**src/rtl/dreq_router_pkg.sv**
```systemverilog
package dreq_router_pkg;

  localparam int SLOT_W    = 6;
  localparam int NUM_SLOTS = 1 << SLOT_W;
  localparam int CFG_W     = SLOT_W + 2;

  // Field order matters: software decodes enable at the top bit, flag below it.
  typedef struct packed {
    logic              en;
    logic              per;
    logic [SLOT_W-1:0] slot;
  } dreq_cfg_t;

  // Byte write rule: an enabled channel accepts only a new enable bit.
  function automatic dreq_cfg_t cfg_merge(dreq_cfg_t cur, logic [CFG_W-1:0] wdata);
    dreq_cfg_t nxt;
    nxt = dreq_cfg_t'(wdata);
    if (cur.en) begin
      nxt.per  = cur.per;
      nxt.slot = cur.slot;
    end
    return nxt;
  endfunction

  // A slot is forced on when it lies among the top aon_cnt numbers.
  function automatic logic slot_forced(int unsigned idx, int unsigned n_slots,
                                       int unsigned aon_cnt);
    return (idx + aon_cnt >= n_slots);
  endfunction

  // Next armed state of one periodic channel.
  function automatic logic arm_next(logic en, logic per, logic armed,
                                    logic rise, logic fire);
    if (!en || !per) return 1'b0;
    if (fire)        return 1'b0;
    if (rise)        return 1'b1;
    return armed;
  endfunction

endpackage

```
**src/rtl/dreq_slot_view.sv**
```systemverilog
module dreq_slot_view
  import dreq_router_pkg::*;
#(
  parameter int AON_COUNT = 2
) (
  input  logic [NUM_SLOTS-1:0] raw_i,
  output logic [NUM_SLOTS-1:0] eff_o
);

  for (genvar s = 0; s < NUM_SLOTS; s++) begin : g_slot
    localparam logic FORCED = slot_forced(s, NUM_SLOTS, AON_COUNT);
    assign eff_o[s] = raw_i[s] | FORCED;
  end

endmodule

```
**src/rtl/dreq_cfg_bank.sv**
```systemverilog
module dreq_cfg_bank
  import dreq_router_pkg::*;
#(
  parameter int NUM_CH = 16,
  parameter int ADDR_W = 8
) (
  input  logic                   clk,
  input  logic                   rst_n,
  input  logic                   wr_en,
  input  logic                   rd_en,
  input  logic [ADDR_W-1:0]      addr,
  input  logic [CFG_W-1:0]       wdata,
  output logic [CFG_W-1:0]       rdata,
  output dreq_cfg_t [NUM_CH-1:0] cfg_o
);

  localparam int IDX_W = (NUM_CH > 1) ? $clog2(NUM_CH) : 1;

  dreq_cfg_t [NUM_CH-1:0] cfg_q;
  logic                   addr_hit;
  logic [IDX_W-1:0]       idx;
  logic [NUM_CH-1:0]      wr_sel;

  assign addr_hit = (addr < ADDR_W'(NUM_CH));
  assign idx      = addr[IDX_W-1:0];

  for (genvar c = 0; c < NUM_CH; c++) begin : g_sel
    assign wr_sel[c] = wr_en && addr_hit && (idx == IDX_W'(c));

    // Frozen fields of an enabled channel stay put across any write.
    assert_lock_R8: assert property (@(posedge clk) disable iff (!rst_n)
      cfg_q[c].en |=> ({cfg_q[c].per, cfg_q[c].slot} ==
                       $past({cfg_q[c].per, cfg_q[c].slot})));
  end

  always_ff @(posedge clk or negedge rst_n) begin
    if (!rst_n) begin
      cfg_q <= '0;
    end else begin
      for (int c = 0; c < NUM_CH; c++) begin
        if (wr_sel[c]) cfg_q[c] <= cfg_merge(cfg_q[c], wdata);
      end
    end
  end

  always_ff @(posedge clk or negedge rst_n) begin
    if (!rst_n)     rdata <= '0;
    else if (rd_en) rdata <= addr_hit ? CFG_W'(cfg_q[idx]) : '0;
  end

  assign cfg_o = cfg_q;

  assert_oob_read_R10: assert property (@(posedge clk) disable iff (!rst_n)
    (rd_en && !addr_hit) |=> (rdata == '0));

  assert_oob_write_R10: assert property (@(posedge clk) disable iff (!rst_n)
    (wr_en && !addr_hit) |=> $stable(cfg_q));

  assert_rd_hold_R3: assert property (@(posedge clk) disable iff (!rst_n)
    !rd_en |=> $stable(rdata));

endmodule

```
**src/rtl/dreq_chan_path.sv**
```systemverilog
module dreq_chan_path
  import dreq_router_pkg::*;
(
  input  logic                 clk,
  input  logic                 rst_n,
  input  dreq_cfg_t            cfg_i,
  input  logic [NUM_SLOTS-1:0] slot_vec,
  input  logic                 trig_i,
  output logic                 req_o
);

  logic trig_q;
  logic armed_q;
  logic src_sel;
  logic trig_rise;
  logic arm_live;
  logic periodic;
  logic fire_now;
  logic pass_now;

  assign src_sel   = slot_vec[cfg_i.slot];
  assign trig_rise = trig_i & ~trig_q;
  assign arm_live  = armed_q | trig_rise;
  assign periodic  = cfg_i.en & cfg_i.per;
  assign fire_now  = periodic & arm_live & src_sel;
  assign pass_now  = cfg_i.en & ~cfg_i.per & src_sel;

  always_ff @(posedge clk or negedge rst_n) begin
    if (!rst_n) begin
      trig_q  <= 1'b0;
      armed_q <= 1'b0;
      req_o   <= 1'b0;
    end else begin
      trig_q  <= trig_i;
      armed_q <= arm_next(cfg_i.en, cfg_i.per, armed_q, trig_rise, fire_now);
      req_o   <= fire_now | pass_now;
    end
  end

  assert_off_idle_R4: assert property (@(posedge clk) disable iff (!rst_n)
    !cfg_i.en |=> !req_o);

  assert_normal_follow_R5: assert property (@(posedge clk) disable iff (!rst_n)
    (cfg_i.en && !cfg_i.per) |=> (req_o == $past(src_sel)));

  assert_single_shot_R7: assert property (@(posedge clk) disable iff (!rst_n)
    (periodic && req_o) |=> !req_o);

  assert_disarm_R9: assert property (@(posedge clk) disable iff (!rst_n)
    !cfg_i.en |=> !armed_q);

  assert_level_once_R11: assert property (@(posedge clk) disable iff (!rst_n)
    (periodic && trig_q && !armed_q) |-> !fire_now);

endmodule

```
**src/rtl/dreq_router.sv**
```systemverilog
module dreq_router
  import dreq_router_pkg::*;
#(
  parameter int NUM_CH    = 16,
  parameter int ADDR_W    = 8,
  parameter int AON_COUNT = 2
) (
  input  logic                 clk,
  input  logic                 rst_n,
  input  logic                 reg_wr_en,
  input  logic                 reg_rd_en,
  input  logic [ADDR_W-1:0]    reg_addr,
  input  logic [CFG_W-1:0]     reg_wdata,
  output logic [CFG_W-1:0]     reg_rdata,
  input  logic [NUM_SLOTS-1:0] slot_req,
  input  logic [NUM_CH-1:0]    chan_trig,
  output logic [NUM_CH-1:0]    chan_req
);

  dreq_cfg_t [NUM_CH-1:0] cfg_all;
  logic [NUM_SLOTS-1:0]   slot_eff;

  dreq_cfg_bank #(.NUM_CH(NUM_CH), .ADDR_W(ADDR_W)) u_bank (
    .clk   (clk),
    .rst_n (rst_n),
    .wr_en (reg_wr_en),
    .rd_en (reg_rd_en),
    .addr  (reg_addr),
    .wdata (reg_wdata),
    .rdata (reg_rdata),
    .cfg_o (cfg_all)
  );

  dreq_slot_view #(.AON_COUNT(AON_COUNT)) u_view (
    .raw_i (slot_req),
    .eff_o (slot_eff)
  );

  for (genvar c = 0; c < NUM_CH; c++) begin : g_chan
    dreq_chan_path u_path (
      .clk      (clk),
      .rst_n    (rst_n),
      .cfg_i    (cfg_all[c]),
      .slot_vec (slot_eff),
      .trig_i   (chan_trig[c]),
      .req_o    (chan_req[c])
    );
  end

endmodule

```
**config.mk**
```make
export PLATFORM = sky130hd
export DESIGN_NAME = dreq_router
export DESIGN_NICKNAME = d
export VERILOG_FILES = /design/src/rtl/dreq_router_pkg.sv /design/src/rtl/dreq_slot_view.sv /design/src/rtl/dreq_cfg_bank.sv /design/src/rtl/dreq_chan_path.sv /design/src/rtl/dreq_router.sv
export SDC_FILE = /design/constraint.sdc
export NUM_CORES = 1
export LEC_CHECK = 0
export ABC_AREA = 1
export CORE_AREA = 5 5 273 275
export CTS_BUF_LIST = sky130_fd_sc_hd__clkbuf_8
export CTS_CLUSTER_SIZE = 28
export DETAILED_ROUTE_END_ITERATION = 8
export DIE_AREA = 0 0 278 280
export HOLD_SLACK_MARGIN = 0.15
export PLACE_DENSITY = 0.51
export SLEW_MARGIN = 20
export SYNTH_ARGS = -nofsm -noshare
export SYNTH_HDL_FRONTEND = slang
export SYNTH_HIERARCHICAL = 1
export SYNTH_SLANG_ARGS = --single-unit
```
**constraint.sdc**
```tcl
create_clock -name clk -period 2.06 [get_ports clk]
set_input_delay 0.412 -clock clk [delete_from_list [all_inputs] [get_ports clk]]
set_output_delay 0.412 -clock clk [all_outputs]
set_load 0.02 [all_outputs]
```
== Word level (Yosys, flattened, before mapping) ==
Cells that the tools add are included.
Storage, ports and cells
  flip-flop bits (word level): 184
  output and inout port bits: 24
  logic and storage cells: 631
  input port bits: 100
Cells by class
  muxes and demuxes: 227
  eq/ne operators: 15
  reduce and logical (&&, ||, !) cells: 98
  bitwise gates (word level): 176
  $lt $le $gt $ge: 18
Operator list (count)
  $mux W1: 208
  $lt A6 B7 Y1 const B: 16
  $and A1 B1 Y1: 96
  $bmux W1 S6: 16
  $not A1 Y1: 48
  $reduce_bool A3 Y1: 16
  $bmux W8 S4: 1
  $eq A4 B4 Y1 const B: 8
  $logic_not A1 Y1: 32
  $or A1 B1 Y1: 32
  $reduce_and A2 Y1: 16
  $logic_and A1 B1 Y1: 17
  $eq A4 B3 Y1 const B: 4
  $logic_or A1 B1 Y1: 16
  $mux W8: 2
  $eq A4 B2 Y1 const B: 2
  $lt A8 B5 Y1 const B: 1
  $lt A4 B5 Y1 const B: 1
  $eq A4 B1 Y1 const B: 1
  $logic_not A4 Y1: 1

== Logic depth before layout (Yosys ltp) ==
Gate-level depths: netlist (run 1).
  depth in word-level cells: 12
  mapped depth: 12
  depth with buffers taken out: 10

== By module ==
Netlist (run 1), hierarchy kept.
Modules (own cells, without submodules)
  dreq_chan_path: area an instance 859.6 um2, times used 16, cells each 162, seq. area each 75.1 um2
  dreq_cfg_bank: area an instance 7064.3 um2, times used 1, cells each 943, seq. area each 3403.3 um2
  dreq_slot_view: area an instance 484.2 um2, times used 1, cells each 65, seq. area each 0.0 um2

== Least setup slack after synthesis (run 1) ==
No wires, ideal clock.
  path kind: input-to-reg
  start: input reg_addr[0]
  end: register u_bank.rdata[3]
  library setup time: 0.123 ns
  buffers on the path: 3
  data arrival time: 1.377 ns
  stages on the path: 12
  path slack: 0.560 ns
  required time: 1.937 ns
  cells stage by stage: buf_2 -> inv_1 -> buf_6 -> buf_4 -> nand2_1 -> nand2_1 -> nand2_1 -> nand2_1 -> nand2_1 -> nand2_1 -> o21ai_0 -> nand2_1
On the way
  longest elaborated chain between the ends: 3
  elaborated cells on any way between the ends: 4
  classes of those cells: order compare (1); mux (3)
Ends and longest elaborated chain
  from (decl): line dreq_router.sv:12  | input logic [ADDR_W-1:0] reg_addr,
  $bmux W8 S4: line dreq_cfg_bank.sv:48  | else if (rd_en) rdata <= addr_hit ? CFG_W'(cfg_q[idx]) : '0;
  $mux W8 (not written as such): line dreq_cfg_bank.sv:48
  $mux W8 (*): line dreq_cfg_bank.sv:48
  to (signal assigned): line dreq_cfg_bank.sv:48
  to (decl): line dreq_cfg_bank.sv:13  | output logic [CFG_W-1:0] rdata,
Mark *: on every way between the ends. The rest lies on a longest branch, timed or not. The select of a mux whose other input is x is not followed.
A chain may end at the register's enable or synchronous reset.

== Worst setup path in the final report (run 1) ==
  start: register g_chan[11].u_path.req_o
  end: output chan_req[11]
RTL lines
  from (decl): line dreq_chan_path.sv:9  | output logic req_o
  from (signal assigned): line dreq_chan_path.sv:36  | req_o <= fire_now | pass_now;
  to (decl): line dreq_router.sv:17  | output logic [NUM_CH-1:0] chan_req
No word-level cell between the ends.

==> results of run 1 <==
==> sequential cells by signal, indices dropped and copies added (netlist names) <==
signal / flops
u_bank/cfg_o: 128
g_chan.u_path/armed_q: 16
g_chan.u_path/req_o: 16
g_chan.u_path/trig_q: 16
u_bank/rdata: 8
==> how the worst max path moves through the flow <==
stage | from | end | slack (ns) | cells after the start
3_3_place_gp | reg_addr[3] | u_bank/rdata[4]$_DFFE_PN0P_ | -0.09 | 9
3_5_place_dp | reg_addr[3] | u_bank/rdata[4]$_DFFE_PN0P_ | -0.10 | 9
6_report | g_chan[11].u_path/req_o$_DFF_PN0_ | chan_req[11] | 0.1 | 1
5_1_grt | g_chan[3].u_path/req_o$_DFF_PN0_ | chan_req[3] | 0.01 | 1
4_1_cts | g_chan[3].u_path/req_o$_DFF_PN0_ | chan_req[3] | 0.008 | 1
2_1_floorplan | reg_addr[0] | u_bank/rdata[3]$_DFFE_PN0P_ | 0.56 | 12
==> through the flow <==
step,util,instance area [µm²],setup TNS [ns],std cells,power (mW)
floorplan,-,21300,0,3601,6.55
global placement,0.328,23600,-0.561,4581,8.02
detailed placement,0.328,23600,-0.761,4581,8.04
CTS,0.334,24100,0,4614,10.8
global route,0.334,24100,0,4616,11.4
finish,0.334,24100,0,4616,10.8
==> layout by cell type, fill, tap and decap left out, types with 6 or more instances in the layout <==
| cell type | count |
|---|---|
| nand2_1 | 1732 |
| nand3_1 | 833 |
| dfrtp_1 | 184 |
| o21ai_0 | 166 |
| inv_1 | 124 |
| buf_4 | 107 |
| clkdlybuf4s50_1 | 106 |
| nand2_2 | 99 |
| buf_12 | 87 |
| nand3_2 | 48 |
| inv_8 | 19 |
| nor2_2 | 19 |
| clkbuf_8 | 17 |
| inv_2 | 17 |
| o21bai_1 | 16 |
| a21oi_1 | 16 |
| dlygate4sd2_1 | 12 |
| nand4_4 | 12 |
| nor2_4 | 11 |
| clkinv_8 | 6 |
| nor2_1 | 6 |
==> metal layers <==
layer,share of wire,track usage
met4,0.057,0.125
met1,0.41,0.340
met3,0.11,0.0575
met2,0.42,0.364
met5,0.00020,0
==> layout make-up <==
cell class / instances / area [µm²]
antenna: 2 / 5.00
tap: 959 / 1200
clock buffer: 17 / 234
fill: 7961 / 48000
clock inverter: 15 / 203
timing repair buffer: 315 / 3740
multi-input combinational: 2965 / 13400
sequential: 184 / 4600
inverter: 159 / 717
==> power groups by stage <==
stage | registers (mW) | clock network [mW] | logic [mW]
after floorplan | 3.95 | 0 | 2.60
after global placement | 4.06 | 0 | 3.96
after detailed placement | 4.07 | 0 | 3.98
after CTS | 3.99 | 2.86 | 3.99
after global routing | 4.02 | 2.94 | 4.40
final | 3.99 | 2.71 | 4.10
==> kinds of logic after synthesis <==
kind of cell / synth area share
and+or+nand+nor: 0.579
buffers and inverters: 0.156
AOI/OAI and AO/OA: 0.0486
DFF: 0.216
other: 0.000176
==> what timing repair did <==
item	in CTS	in global routing
endpoints found under the setup margin	12	0
endpoints found under the hold margin	179	0
resized for setup	12	0
buffers inserted	0	0
hold buffers	1	0
==> summary.md, run 1 <==
| Metric | Value |
|---|---|
| Sequential fraction of design power | `0.370` |
| Synth cell count leaders | `nand2_1, nand3_1, dfrtp_1` |
| Rows | `99` |
| R2r endpoint | `g_chan[6].u_path/req_o$_DFF_PN0_` |
| Max-Cap Viols | `0` |
| PortBufs | `121` |
| WL final | `99900 µm` |
| Hold crit path type | `input pin to flop` |
| Required time of the critical path | `1.65 ns` |
| Die H | `280 µm` |
| Worst-path maximum fanout | `1` |
| Cells after synthesis | `3600` |
| CTS H-Tree Depth | `4` |
| Worst slew margin | `0.654` |
| Crit path cell chain | `clkdlybuf4s50_1` |
| Delay of the slowest critical-path stage | `0.63 ns` |
| Worst Hold End | `g_chan[5].u_path/trig_q$_DFF_PN0_` |
| Leak | `11.7 nW` |
| Die area | `77800 µm²` |
| Final hold vios | `0` |
| Worst vdd ir | `0.412 mV` |
| Pre-CTS setup slack | `-0.101 ns` |
| Hold path startpoint | `chan_trig[5]` |
| Die Span X | `278 µm` |
| Top Family by Delay on Critical Path | `buffers and inverters` |
| Reg-to-Reg Start | `u_bank/cfg_o[48]$_DFFE_PN0P_` |
| Largest net degree at the start of global routing | `52` |
| Synth top area cells | `nand2_1, dfrtp_1, nand3_1` |
| Outcome | `finished, final reports clean` |
| Top cell type's share of synthesized area | `0.305` |
| Flop2flop setup slack | `0.29 ns` |
| Final nets | `3742` |
| FFs w/ async S/R, synth | `1.00` |
| Arrival @ worst endpoint | `between 1.5 and 2 ns` |
| Vias | `24357` |
| Crit path capture type | `primary output` |
| Routed len/inst | `approximately 22 µm` |
| GRT overflow | `0` |
| Worst Tran Pin Value | `around 0.52 ns` |
| RSZ-0062 raised after global routing | `no` |
| Synth Warn # | `6` |
| Slowest stage cell, crit path | `clkdlybuf4s50_1` |
| Syn avg cell area | `5.92 µm²` |
| Total core area | `72100 µm²` |
| Fin crit period | `between 1.5 and 2 ns` |
| Buf+Inv Stages, Crit Path | `1` |
| Sequential share of the synthesized area | `0.216` |
| PwrDens | `around 450 nW/µm²` |
| DR DRC count | `0` |
| Clock sinks | `184` |
| NetSw | `4.59 mW` |
| First-pass GRT wire length | `about 150000 µm` |
| CTS tree | `yes` |
| CTS Buffer Depth | `2` |
| Antenna Nets Post-Route | `0` |
| Initial antenna violation count | `2` |
| Via density | `5.28` |
| Cell Area, Synth | `21300 µm²` |
| Switching portion of total power | `0.425` |
| WS Path Type | `flop to primary output` |
| Drt first pass iters | `7` |
| Slew Viols, Final | `0` |
| Internal power of the cells | `6.21 mW` |
| Final setup violation count | `0` |
| Final WS setup | `0.0988 ns` |
| Most numerous cell in the Yosys netlist | `nand2_1` |
| All-layer global routing usage | `0.247` |
| Worst hold path stage count | `1` |
| Fraction of layout cells with a size suffix above 1 | `0.124` |
| Num CTS Buffers | `17` |
| Netlist cell types | `29` |
| Post-synth top area cell | `nand2_1` |
| Io pins | `around 120` |
| Clk network pwr share | `0.251` |
| Area Overhead vs Synth | `13.0%` |
| HPWL after detailed placement | `63700 µm` |
| GP Congestion | `0.919` |
| Combinational Power Share | `0.379` |
| Clock-pin slew on the worst setup and hold paths | `0.12 ns` |
| Primary FF master, synth | `dfrtp_1` |
| EDFF count, synth | `0` |
| Hold_ws | `0.289 ns` |
| Clk root buf | `clkbuf_8` |
| Clock latency on the worst-skew pair | `0.56 ns` |
| Fin crit share | `0.952` |
| Initial drt markers | `3545` |
| Setup Skew | `around 0.021 ns` |
| Reg2reg path depth | `9` |
| Initial Utilization | `0.295` |
| Startpoint types | `flop` |
| F_max | `between 500 and 600 MHz` |
| Vias in the first global route | `21662` |
| Seq cells post-synth | `184` |
Note: power is estimated with default switching activity, not from simulation.
==> run 2: changes to the inputs <==
--- a/config.mk
+++ b/config.mk
@@ -6,11 +6,11 @@
 export NUM_CORES = 1
 export LEC_CHECK = 0
 export ABC_AREA = 1
-export CORE_AREA = 5 5 273 275
+export CORE_AREA = 3 3 271 273
 export CTS_BUF_LIST = sky130_fd_sc_hd__clkbuf_8
 export CTS_CLUSTER_SIZE = 28
 export DETAILED_ROUTE_END_ITERATION = 8
-export DIE_AREA = 0 0 278 280
+export DIE_AREA = 0 0 274 276
 export HOLD_SLACK_MARGIN = 0.15
 export PLACE_DENSITY = 0.51
 export SLEW_MARGIN = 20
==> run 2 against run 1 <==
  * Sequential share of layout area fell by 0.30 points
  * Sequential power about the same
  * Critical endpoint is now reg_rdata[1]
  * Die area shrank 2.8%
  * Combinational power grew 1%
  * Worst setup slack worse by 0.0098 ns
  * Design area increased by 1.6%
  * Highest routed layer unchanged
  * Register-to-register slack got worse by 0.07 ns
  * Via count is 0.10% higher
  * Clock-buffer cell count is the same
  * Routed wire length decreased by 2.5%
  * Fmax decreased by 0.50%
  * Non-clock buffer count is 36 higher
==> summary.md, run 2 (synthesis gave the netlist of run 1 again) <==
| Metric | Value |
|---|---|
| Outcome | `finished, final reports clean` |
| Die H | `276 µm` |
| Max FFs per register | `128` |
| Post-route cell area | `around 24000 µm²` |
| GRT overflow | `0` |
| First-pass GRT wire length | `roughly 140000 µm` |
| Final hold vios | `0` |
| Worst vdd ir | `0.364 mV` |
| Post-route total power | `10.7 mW` |
| Slowest stage cell, crit path | `clkdlybuf4s50_1` |
| Num CTS Buffers | `17` |
| Worst-path maximum fanout | `2` |
| WL final | `97400 µm` |
| Commonest cells after routing, fill and taps aside | `nand2_1, nand3_1, dfrtp_1` |
| Largest net degree at the start of global routing | `52` |
| Io pins | `approximately 120` |
| WS Path Type | `flop to primary output` |
| Drt first pass iters | `6` |
| HPWL after detailed placement | `64900 µm` |
| CTS tree | `yes` |
| Vias in the first global route | `21513` |
| Worst Tran Pin Value | `around 0.67 ns` |
| Setup TNS | `0 ns` |
| DR DRC count | `0` |
| Hold crit path type | `input pin to flop` |
| Arrival @ worst endpoint | `1.56 ns` |
| RSZ-0062 raised after global routing | `no` |
| Initial antenna violation count | `1` |
| Total core area | `71400 µm²` |
| Crit path capture type | `primary output` |
| ANT cells | `0` |
| Post-DP Area | `24100 µm²` |
| Initial Utilization | `0.298` |
| Max-Cap Viols | `0` |
| Fraction of layout cells with a size suffix above 1 | `0.132` |
| Vias | `24382` |
| Setup Skew | `0.0218 ns` |
| PortBufs | `121` |
| Number of fill cells | `7866` |
| CTS H-Tree Depth | `4` |
| Final setup violation count | `0` |
| Slew Viols, Final | `0` |
| Fin crit period | `1.97 ns` |
| Top Family by Delay on Critical Path | `buffers and inverters` |
| Antenna Nets Post-Route | `0` |
| Die area | `75600 µm²` |
| Buf+Inv Stages, Crit Path | `1` |
| Pre-CTS setup slack | `-0.0332 ns` |
| Clock latency on the worst-skew pair | `0.57 ns` |
| All-layer global routing usage | `0.251` |
| Crit path cell chain | `clkdlybuf4s50_1` |
| Routed len/inst | `~21 µm` |
| F_max | `a little over 500 MHz` |
| Required time of the critical path | `approximately 1.7 ns` |
| Initial drt markers | `3081` |
| Area Overhead vs Synth | `14.9%` |
| Delay of the slowest critical-path stage | `around 0.63 ns` |
| Final nets | `3778` |
| Die Span X | `274 µm` |
| Clock-pin slew on the worst setup and hold paths | `around 0.11 ns` |
| Clk root buf | `clkbuf_8` |
| CTS Buffer Depth | `2` |
| Startpoint types | `flop` |
| Final WS setup | `0.0890 ns` |
| Worst slew margin | `0.555` |
| PwrDens | `436 nW/µm²` |
| Fin crit share | `0.957` |
| Leak | `11.9 nW` |
| Most common cell after layout, fill and taps aside | `nand2_1` |
| Via density | `5.25` |
| Clock sinks | `184` |
| GP Congestion | `0.928` |
| Rows | `98` |
==> run 2: cell count changes in the layout (fill, tap and decap cells not counted), moves of 3 or more <==
cell / change
clkinv_8: -4
dlygate4sd2_1: -10
clkinv_2: +3
buf_4: +21
clkdlybuf4s50_1: +9
buf_12: +15
==> run 2: timing repair <==
item                       CTS  global route
setup buffers                0             0
gates cloned                 0             0
gates resized for setup      2             1
hold endpoints to repair   119             0
pin swaps                    0             0
setup endpoints to repair    2             1
hold buffers                 1             0
==> run 2: metal layers <==
metal,part of all wire,GRT usage
met2,0.43,0.372
met3,0.11,0.0567
met4,0.037,0.0930
met1,0.42,0.353
met5,0.000082,0
==> run 2: where the power goes <==
group          switching (mW)  leakage, nW  total [mW]  internal [mW]
sequential              0.245         2.44        4.00           3.76
combinational            2.67         9.26        4.15           1.49
clock                    1.63        0.192        2.51          0.879
==> run 2: metrics by stage <==
step | instances | hold WS [ns] | util
2_1_floorplan | 3601 | 0.116 | -
3_3_place_gp | 4608 | 0.383 | 0.338
3_5_place_dp | 4608 | 0.373 | 0.338
4_1_cts | 4640 | 0.229 | 0.343
5_1_grt | 4640 | 0.265 | 0.343
6_report | 4640 | 0.294 | 0.343
==> run 2: path summary, 6_finish.rpt <==
kind,startpoint,end,slack (ns),depth (start not counted)
max in group asynchronous,rst_n,u_bank/cfg_o[122]$_DFFE_PN0P_,1.04,3
worst max-delay path,u_bank/rdata[1]$_DFFE_PN0P_,reg_rdata[1],0.09,1
worst min register to register,u_bank/rdata[0]$_DFFE_PN0P_,u_bank/rdata[0]$_DFFE_PN0P_,0.49,2
worst min-delay path,chan_trig[4],g_chan[4].u_path/trig_q$_DFF_PN0_,0.29,1
min in group asynchronous,rst_n,g_chan[2].u_path/req_o$_DFF_PN0_,0.36,2
worst max register to register,u_bank/cfg_o[64]$_DFFE_PN0P_,g_chan[8].u_path/req_o$_DFF_PN0_,0.22,9
==> run 2: cell type report <==
class / instances / area [µm²] / share of cell area
Clock inverter: 14 / 134 / 0.00547
Multi-Input combinational cell: 2965 / 13400 / 0.547
Inverter: 159 / 717 / 0.0293
Sequential cell: 184 / 4600 / 0.188
Timing Repair Buffer: 351 / 4210 / 0.172
Tap cell: 950 / 1190 / 0.0486
Clock buffer: 17 / 234 / 0.00956
